`config.mk`:
```
export PLATFORM = sky130hd
export DESIGN_NAME = i2c_scl_divider
export DESIGN_NICKNAME = d
export VERILOG_FILES = /design/src/rtl/scl_div_pkg.sv /design/src/rtl/scl_div_stage.sv /design/src/rtl/scl_div_phase.sv /design/src/rtl/i2c_scl_divider.sv
export SDC_FILE = /design/constraint.sdc
export NUM_CORES = 1
export LEC_CHECK = 0
export BUFFER_PORTS_ARGS = -buffer_cell sky130_fd_sc_hd__buf_2
export CORE_MARGIN = 4
export CORE_UTILIZATION = 45
export CTS_CLUSTER_SIZE = 40
export DETAILED_ROUTE_END_ITERATION = 10
export GPL_ROUTABILITY_DRIVEN = 0
export MAX_ROUTING_LAYER = met4
export PLACE_DENSITY_LB_ADDON = 0.2
export SYNTH_ARGS = -nofsm -noshare
export SYNTH_HDL_FRONTEND = slang
export SYNTH_SLANG_ARGS = --single-unit
```
`constraint.sdc`:
```
create_clock -name clk_i -period 2.2 [get_ports clk_i]
set_clock_uncertainty 0.1 [all_clocks]
set_input_delay 0.66 -clock clk_i [delete_from_list [all_inputs] [get_ports clk_i]]
set_output_delay 0.66 -clock clk_i [all_outputs]
set_load 0.03 [all_outputs]
```
`src/rtl/scl_div_pkg.sv`:
```
package scl_div_pkg;

    localparam int unsigned BIT_TICKS   = 22;
    localparam int unsigned HIGH_FROM   = 11;
    localparam int unsigned DATA_TICK   = 5;
    localparam int unsigned SAMPLE_TICK = 16;
    localparam int unsigned PH_W        = $clog2(BIT_TICKS);

    typedef logic [PH_W-1:0] phase_t;

    localparam phase_t PH_FIRST  = phase_t'(0);
    localparam phase_t PH_LAST   = phase_t'(BIT_TICKS - 1);
    localparam phase_t PH_RISE   = phase_t'(HIGH_FROM);
    localparam phase_t PH_DATA   = phase_t'(DATA_TICK);
    localparam phase_t PH_SAMPLE = phase_t'(SAMPLE_TICK);

    typedef struct packed {
        phase_t ph;
        logic   bit_start;
        logic   data_chg;
        logic   rise;
        logic   sample;
    } phase_state_t;

endpackage

```
`src/rtl/scl_div_stage.sv`:
```
module scl_div_stage #(
    parameter int unsigned W = 2
) (
    input  logic         clk_i,
    input  logic         rst_ni,
    input  logic         clr_i,
    input  logic         step_i,
    input  logic [W-1:0] limit_i,
    output logic         wrap_o
);

    typedef struct packed {
        logic [W-1:0] cnt;
    } stage_t;

    stage_t s_d, s_q;
    logic   wrap;

    always_comb begin
        s_d  = s_q;
        wrap = step_i && (s_q.cnt == limit_i);
        if (clr_i) begin
            s_d.cnt = '0;
        end else if (step_i) begin
            s_d.cnt = wrap ? '0 : s_q.cnt + 1'b1;
        end
    end

    always_ff @(posedge clk_i or negedge rst_ni) begin
        if (!rst_ni) begin
            s_q <= '0;
        end else begin
            s_q <= s_d;
        end
    end

    assign wrap_o = wrap;

endmodule

```
`src/rtl/scl_div_phase.sv`:
```
module scl_div_phase
    import scl_div_pkg::*;
(
    input  logic clk_i,
    input  logic rst_ni,
    input  logic clr_i,
    input  logic start_i,
    input  logic tick_i,
    output logic low_o,
    output logic bit_start_o,
    output logic data_chg_o,
    output logic rise_o,
    output logic sample_o
);

    phase_state_t p_d, p_q;
    phase_t       ph_next;

    always_comb begin
        p_d           = p_q;
        p_d.bit_start = 1'b0;
        p_d.data_chg  = 1'b0;
        p_d.rise      = 1'b0;
        p_d.sample    = 1'b0;
        ph_next       = (p_q.ph == PH_LAST) ? PH_FIRST : p_q.ph + 1'b1;
        if (clr_i) begin
            p_d.ph        = PH_FIRST;
            p_d.bit_start = start_i;
        end else if (tick_i) begin
            p_d.ph        = ph_next;
            p_d.bit_start = (ph_next == PH_FIRST);
            p_d.data_chg  = (ph_next == PH_DATA);
            p_d.rise      = (ph_next == PH_RISE);
            p_d.sample    = (ph_next == PH_SAMPLE);
        end
    end

    always_ff @(posedge clk_i or negedge rst_ni) begin
        if (!rst_ni) begin
            p_q <= '0;
        end else begin
            p_q <= p_d;
        end
    end

    assign low_o       = (p_q.ph < PH_RISE);
    assign bit_start_o = p_q.bit_start;
    assign data_chg_o  = p_q.data_chg;
    assign rise_o      = p_q.rise;
    assign sample_o    = p_q.sample;

endmodule

```
`src/rtl/i2c_scl_divider.sv`:
```
module i2c_scl_divider #(
    parameter int unsigned DIVA_W = 2,
    parameter int unsigned DIVB_W = 6
) (
    input  logic              clk_i,
    input  logic              rst_ni,
    input  logic              en_i,
    input  logic [DIVA_W-1:0] div_a_i,
    input  logic [DIVB_W-1:0] div_b_i,
    input  logic              stretch_i,
    output logic              scl_o,
    output logic              bit_start_o,
    output logic              sda_change_o,
    output logic              scl_rise_o,
    output logic              sample_o
);

    typedef struct packed {
        logic              run;
        logic [DIVA_W-1:0] cfg_a;
        logic [DIVB_W-1:0] cfg_b;
    } ctl_t;

    ctl_t c_d, c_q;
    logic low_half;
    logic freeze;
    logic step_a;
    logic wrap_a;
    logic tick;
    logic idle;

    // Fields are captured only while idle, so a running bit keeps its length.
    always_comb begin
        c_d     = c_q;
        c_d.run = en_i;
        if (!en_i) begin
            c_d.cfg_a = div_a_i;
            c_d.cfg_b = div_b_i;
        end
    end

    always_ff @(posedge clk_i or negedge rst_ni) begin
        if (!rst_ni) begin
            c_q <= '0;
        end else begin
            c_q <= c_d;
        end
    end

    assign idle   = !c_q.run;
    assign freeze = stretch_i && low_half;
    assign step_a = c_q.run && en_i && !freeze;

    scl_div_stage #(.W(DIVA_W)) u_stage_a (
        .clk_i   (clk_i),
        .rst_ni  (rst_ni),
        .clr_i   (idle),
        .step_i  (step_a),
        .limit_i (c_q.cfg_a),
        .wrap_o  (wrap_a)
    );

    scl_div_stage #(.W(DIVB_W)) u_stage_b (
        .clk_i   (clk_i),
        .rst_ni  (rst_ni),
        .clr_i   (idle),
        .step_i  (wrap_a),
        .limit_i (c_q.cfg_b),
        .wrap_o  (tick)
    );

    scl_div_phase u_phase (
        .clk_i       (clk_i),
        .rst_ni      (rst_ni),
        .clr_i       (idle),
        .start_i     (en_i),
        .tick_i      (tick),
        .low_o       (low_half),
        .bit_start_o (bit_start_o),
        .data_chg_o  (sda_change_o),
        .rise_o      (scl_rise_o),
        .sample_o    (sample_o)
    );

    assign scl_o = !(c_q.run && low_half);

endmodule

```
==> results of run 1 <==
[registers in the layout (all words and copies together), names as in the netlist]
name and flops:
c_q 9, u_phase.p_q 5, u_stage_b.s_q 6, u_phase.sample_o 1
u_phase.rise_o 1, u_phase.data_chg_o 1, u_phase.bit_start_o 1, u_stage_a.s_q 2
[final timing paths]
kind | startpoint | to | slack [ps] | cells past startpoint
hold / removal | rst_ni | u_stage_b.s_q[4]$_DFFE_PN0P_ | 210 | 1
setup / recovery | u_phase.p_q[6]$_DFFE_PN0P_ | scl_o | 130 | 4
setup reg to reg | u_phase.p_q[5]$_DFFE_PN0P_ | u_stage_b.s_q[2]$_DFFE_PN0P_ | 200 | 4
min in group clk_i | div_b_i[5] | c_q[5]$_DFFE_PN0N_ | 440 | 2
hold reg to reg | c_q[5]$_DFFE_PN0N_ | c_q[5]$_DFFE_PN0N_ | 450 | 1
max in group asynchronous | rst_ni | u_phase.p_q[5]$_DFFE_PN0P_ | 1370 | 1
[metal layers]
layer,vias to the layer above,GRT usage (%)
met3,2,2.496
met5,-,-
li1,650,-
met2,32,27.48
met4,0,4.557
met1,647,24.87
[Yosys cell counts, drive strengths merged, types with 3 or more instances]
cell	count
nor4	3
mux2	11
inv	6
buf	3
nor2	6
nand2b	3
nand2	17
or3	4
xnor2	9
o22ai	4
ha	3
o211ai	5
o2111ai	5
nand3	7
dfrtp	26
a21oi	5
nor3b	3
and3	3
mux2i	5
clkbuf	6
[through the flow]
step | power [W] | hold slack, ps | cell area, um2
2_1_floorplan | 0.0006616 | 264.4 | 1595
3_3_place_gp | 0.0007252 | 410.9 | 1780
3_5_place_dp | 0.0007319 | 415.8 | 1780
4_1_cts | 0.001064 | 224.9 | 1833
5_1_grt | 0.001112 | 227.2 | 1842
6_report | 0.001056 | 205.5 | 1842
[power by group through the flow]
| stage | Combinational (W) | Clock [W] | Sequential, W |
|---|---|---|---|
| after CTS | 0.000173 | 0.000340 | 0.000551 |
| after global placement | 0.000166 | 0 | 0.000559 |
| after detailed placement | 0.000172 | 0 | 0.000560 |
| final | 0.000171 | 0.000334 | 0.000551 |
| after global routing | 0.000192 | 0.000362 | 0.000558 |
| after floorplan | 0.000112 | 0 | 0.000550 |
[kinds of logic after synthesis]
logic type / count (synthesis) / synth area share [%]
buffers and inverters: 15 / 4.599
adder cells (fa/ha/maj): 3 / 2.379
flip-flops: 26 / 41.24
XOR/XNOR: 9 / 4.996
multiplexers: 16 / 11.26
AO/OA/AOI/OAI: 32 / 14.75
AND/OR/NAND/NOR: 59 / 20.78
[repair_timing]
| action | 4_1_cts | 5_1_grt |
|---|---|---|
| gates resized for setup | 0 | 2 |
| setup buffers | 0 | 1 |
| setup endpoints to repair | 0 | 1 |
[area by class of cell]
type	count	share of cell area, %
Multi-Input combinational cell	119	46.40
Inverter	6	1.359
Clock inverter	1	1.630
Timing Repair Buffer	32	10.87
Tap cell	46	3.125
Clock buffer	3	1.223
Sequential cell	26	35.39
==> summary.txt, run 1 <==
Post-DP HPWL: 2554 um
Die Ht: 67.21 um
Comb pwr share: 16.2%
crit start category: flop
Place WS: -127.6 ps
total nets after synthesis: 175
TritonCTS clock tree: built
maxcap violations: 0
number of enable flip-flop cells after synthesis: 0
Die ar.: 0.004517 mm2
slowest CP cell: dfrtp_1
area occupied by multi-input gates: 854.6 um2
DRT Pass-1 Iters: 4
Starting Density: 46.91%
post-synthesis instance total: 160
RSZ-0062 raised after global routing: no
Crit path buffers/inverters: 2
wire per inst: 14.72 um
synthesized cell area: 0.001578 mm2
post-synth top area share: 41.24%
PortBufs: 16
ys async rst share: 100.0%
Reg area: 651.9 um2
met1 wire length: 1643 um
switching power: 0.0002789 W
largest net degree at the start of global routing: 27
Clk network pwr share: 31.6%
most common cell after layout, fill and taps aside: dfrtp_1
Area growth syn-to-layout: 16.73%
maximum root-to-sink buffer count: 2
dominant cell type by area after synthesis: dfrtp_1
switching share of power: 26.41%
antenna violations before repair: 0
ys flop type: dfrtp_1
antenna cells: 0
setup violators final: 0
crit-path cells: buf_4 > o21ai_1 > nand3b_1 > buf_2
layout cell share with drive strength beyond 1: 27.27%
Setup TNS: 0 ps
VDD IR max: 0.0002918 V
gate family responsible for the most delay along the worst path: flip-flops
Sink Count: 26
smallest setup slack after layout: 130.1 ps
DR iter-0 viols: 87
Layout Utilization: 54.76%
Fin. Hold Viols: 0
leakage power: 0.7769 nW
fill count: 337
first-pass GRT wire length: 6037 um
post-synth cell types: 43
row count: 21
fmax: 483.1 MHz
Internal: 0.0007771 W
Critical Path End Type: output port
Cell Pwr Density: 573.3 mW/mm2
H-tree depth: 1
met2 wire len: 1627 um
# hold bufs at CTS: 0
TritonCTS Buffers: 3
CTS clk-pin slew, worst paths: 160 ps
sequential power share: 52.2%
# DRC: 0
Critical Path AT: 1310 ps
Synth area leaders: dfrtp_1 41%, mux2_2 7.1%, xnor2_1 5.0%
Tcrit/Tclk final: 94.09%
gr ovfl total: 0
NumNets Final: 203
commonest cells after routing, fill and taps aside: 25 x dfrtp_1, 16 x nand2_1, 16 x buf_2, 16 x buf_4, 10 x mux2_2
Hold Crit Class: in2async
status: completed
Max Fanout on Critical Path: 14
final worst path period need: 2070 ps
worst slew pin tran: 584.4 ps
FF+latch count, synth: 26
Root Buffer Master: clkbuf_4
vias in the first global route: 1275
core box area: 0.003363 mm2
GRT Total Usage: 17.87%
Top Layer Used: met4
via count: 1331
CP required: 1440 ps
syn avg cell area: 9.861 um2
Placed Cells: 228
met3 wire length: 143 um
Via-to-Cell Ratio: 5.712
critical path type: reg2out
Cell Count, Final, Fillers Out: 233
highest cell delay on the worst timing path: 410 ps
Slew Limit Fails: 0
Slew HR: 61.04%
die span in x: 67.21 um
Synth Warn #: 0
total routed wirelength: 3429 um
post-route ant nets: 0
io pins: 17
sequential element share of the synthesized area: 41.24%
Skew-Pair Late Insertion Delay: 330 ps
(Power assumes the default switching activity.)
==> run 2, diff against run 1 <==
Settings changed: ABC_AREA set to 0, CORE_UTILIZATION 45 to 52.
==> run 2 against run 1 <==
Power increased by 1.1%; hold slack got worse by 6.8 ps; largest cell class unchanged; largest power group unchanged; utilization increased by 10 points; die area decreased by 12%; wire length increased by 7.6%; critical endpoint unchanged; critical path depth increased by 1; critical path type unchanged; clock power about the same; non-clock buffer count increased by 1.
==> summary.txt, run 2 (synthesis gave the netlist of run 1 again) <==
status: completed (unchanged)
total power: 0.001068 W (was 0.001056 W)
die span in x: 63.09 um (was 67.21 um)
fmax: 474.9 MHz (was 483.1 MHz)
GRT Total Usage: 20.52% (was 17.87%)
antenna violations before repair: 0 (unchanged)
post-route ant nets: 0 (unchanged)
commonest cells after routing, fill and taps aside: 25 x dfrtp_1, 17 x buf_4, 16 x nand2_1, 15 x buf_2, 10 x mux2_2 (was 25 x dfrtp_1, 16 x nand2_1, 16 x buf_2, 16 x buf_4, 10 x mux2_2)
Via-to-Cell Ratio: 6.406 (was 5.712)
layout cell share with drive strength beyond 1: 28.19% (was 27.27%)
crit-path cells: nand2_2 > inv_1 > o21ai_2 > nand3b_1 > clkbuf_4 (was buf_4 > o21ai_1 > nand3b_1 > buf_2)
worst slew pin tran: 573.1 ps (was 584.4 ps)
vias in the first global route: 1391 (was 1275)
DR iter-0 viols: 91 (was 87)
Tcrit/Tclk final: 95.72% (was 94.09%)
Post-DP HPWL: 2725 um (was 2554 um)
worst reg-to-reg path cell count: 4 (unchanged)
NumNets Final: 204 (was 203)
max FFs per register: 9 (unchanged)
gr ovfl total: 0 (unchanged)
Die ar.: 0.003980 mm2 (was 0.004517 mm2)
first-pass GRT wire length: 6465 um (was 6037 um)
RSZ-0062 raised after global routing: no (unchanged)
Skew-Pair Late Insertion Delay: 330 ps (about the same)
H-tree depth: 1 (unchanged)
worst setup path end: scl_o (unchanged)
most common cell after layout, fill and taps aside: dfrtp_1 (unchanged)
Largest regs: c_q (9), u_stage_b.s_q (6), u_phase.p_q (5) (unchanged)
Hold Crit Class: in2async (unchanged)
via count: 1403 (was 1331)
Max Fanout on Critical Path: 5 (was 14)
io pins: 17 (unchanged)
DRT Pass-1 Iters: 4 (unchanged)
Root Buffer Master: clkbuf_4 (unchanged)
slowest CP cell: dfrtp_2 (was dfrtp_1)
Starting Density: 55.77% (was 46.91%)
Critical R2R Launch: u_phase.p_q[5]$_DFFE_PN0P_ (unchanged)
Critical Path End Type: output port (unchanged)
final worst path period need: 2106 ps (was 2070 ps)
largest net degree at the start of global routing: 27 (unchanged)
row count: 19 (was 21)
# hold bufs at CTS: 0 (unchanged)
leakage power: 0.7825 nW (was 0.7769 nW)
R2R setup slack: 130 ps (was 200 ps)
crit start category: flop (unchanged)
core box area: 0.002829 mm2 (was 0.003363 mm2)
total routed wirelength: 3688 um (was 3429 um)
maxcap violations: 0 (unchanged)
critical path type: reg2out (unchanged)
Cell Pwr Density: 581.3 mW/mm2 (was 573.3 mW/mm2)
Setup TNS: 0 ps (unchanged)
setup violators final: 0 (unchanged)
# DRC: 0 (unchanged)
VDD IR max: 0.0003239 V (was 0.0002918 V)
CTS clk-pin slew, worst paths: 150 ps (was 160 ps)
Slew Limit Fails: 0 (unchanged)
largest register by flop count: c_q (unchanged)
Reg2Reg Capture Point: u_stage_b.s_q[2]$_DFFE_PN0P_ (unchanged)
highest cell delay on the worst timing path: 480 ps (was 410 ps)
PortBufs: 16 (unchanged)
TritonCTS Buffers: 3 (unchanged)
wire per inst: 16.84 um (was 14.72 um)
TritonCTS clock tree: built (unchanged)
Area growth syn-to-layout: 16.42% (was 16.73%)
Die Ht: 63.09 um (was 67.21 um)
Critical Path AT: 1350 ps (was 1310 ps)
CP required: 1440 ps (about the same)
maximum root-to-sink buffer count: 2 (unchanged)
Sink Count: 26 (unchanged)
antenna cells: 0 (unchanged)
Slew HR: 61.80% (was 61.04%)
CP startpoint: u_phase.p_q[5]$_DFFE_PN0P_ (was u_phase.p_q[6]$_DFFE_PN0P_)
Fin. Hold Viols: 0 (unchanged)
## run 2: stage by stage
step	utilization [%]	worst slack [ps]	hold slack, ps	cells	cell area [um2]
floorplan	-	-89.71	264.4	160	1595
global placement	62.27	-81.46	414.1	213	1762
detailed placement	62.27	-157.7	418.6	213	1762
CTS	64.13	41.54	215.5	217	1814
global route	64.93	9.994	225.4	219	1837
finish	64.93	94.25	198.7	219	1837
## run 2: worst min-delay path by stage
| stage | start | to | slack, ps |
|---|---|---|---|
| finish | rst_ni | u_phase.sample_o$_DFF_PN0_ | 200 |
| floorplan | rst_ni | c_q[0]$_DFFE_PN0N_ | 260 |
| global route | rst_ni | c_q[2]$_DFFE_PN0N_ | 230 |
| detailed placement | c_q[1]$_DFFE_PN0N_ | c_q[1]$_DFFE_PN0N_ | 420 |
| CTS | rst_ni | c_q[2]$_DFFE_PN0N_ | 220 |
| global placement | c_q[4]$_DFFE_PN0N_ | c_q[4]$_DFFE_PN0N_ | 410 |
## run 2: layout make-up
class,count,area [um2]
Clock inverter,1,30.03
Clock buffer,3,22.52
Timing Repair Buffer,33,210.2
Multi-Input combinational cell,119,858.3
Sequential cell,26,651.9
Fill cell,233,992.2
Inverter,6,25.02
Tap cell,31,38.79
## run 2: metal layers
layer | vias to the layer above | wire [um] | global-route usage (%) | part of all wire [%]
met5 | - | 0 | - | 0
met4 | 0 | 56 | 5.510 | 1.5
met3 | 11 | 199 | 4.973 | 5.4
met2 | 48 | 1791 | 33.07 | 49
met1 | 687 | 1640 | 25.82 | 44
li1 | 657 | - | - | -
## run 2: repair_timing
action / in CTS / in global routing
resized for setup: 0 / 4
setup endpoints to repair: 0 / 2
buffers inserted: 0 / 2
endpoints found under the hold margin: 0 / 0
## run 2: where the power goes
part | leakage [nW] | switching [W] | internal (W) | total [W]
sequential | 0.336 | 0.0000439 | 0.000510 | 0.000554
clock | 0.0279 | 0.000152 | 0.000184 | 0.000336
combinational | 0.419 | 0.0000913 | 0.0000862 | 0.000178
total | 0.782 | 0.000287 | 0.000781 | 0.00107
## run 2: critical path, delay by kind of cell (launching register included)
| kind | cells | cell delay (ps) |
|---|---|---|
| buffers and inverters | 2 | 250 |
| AND/OR/NAND/NOR | 2 | 180 |
| flip-flops | 1 | 480 |
| AO/OA/AOI/OAI | 1 | 100 |
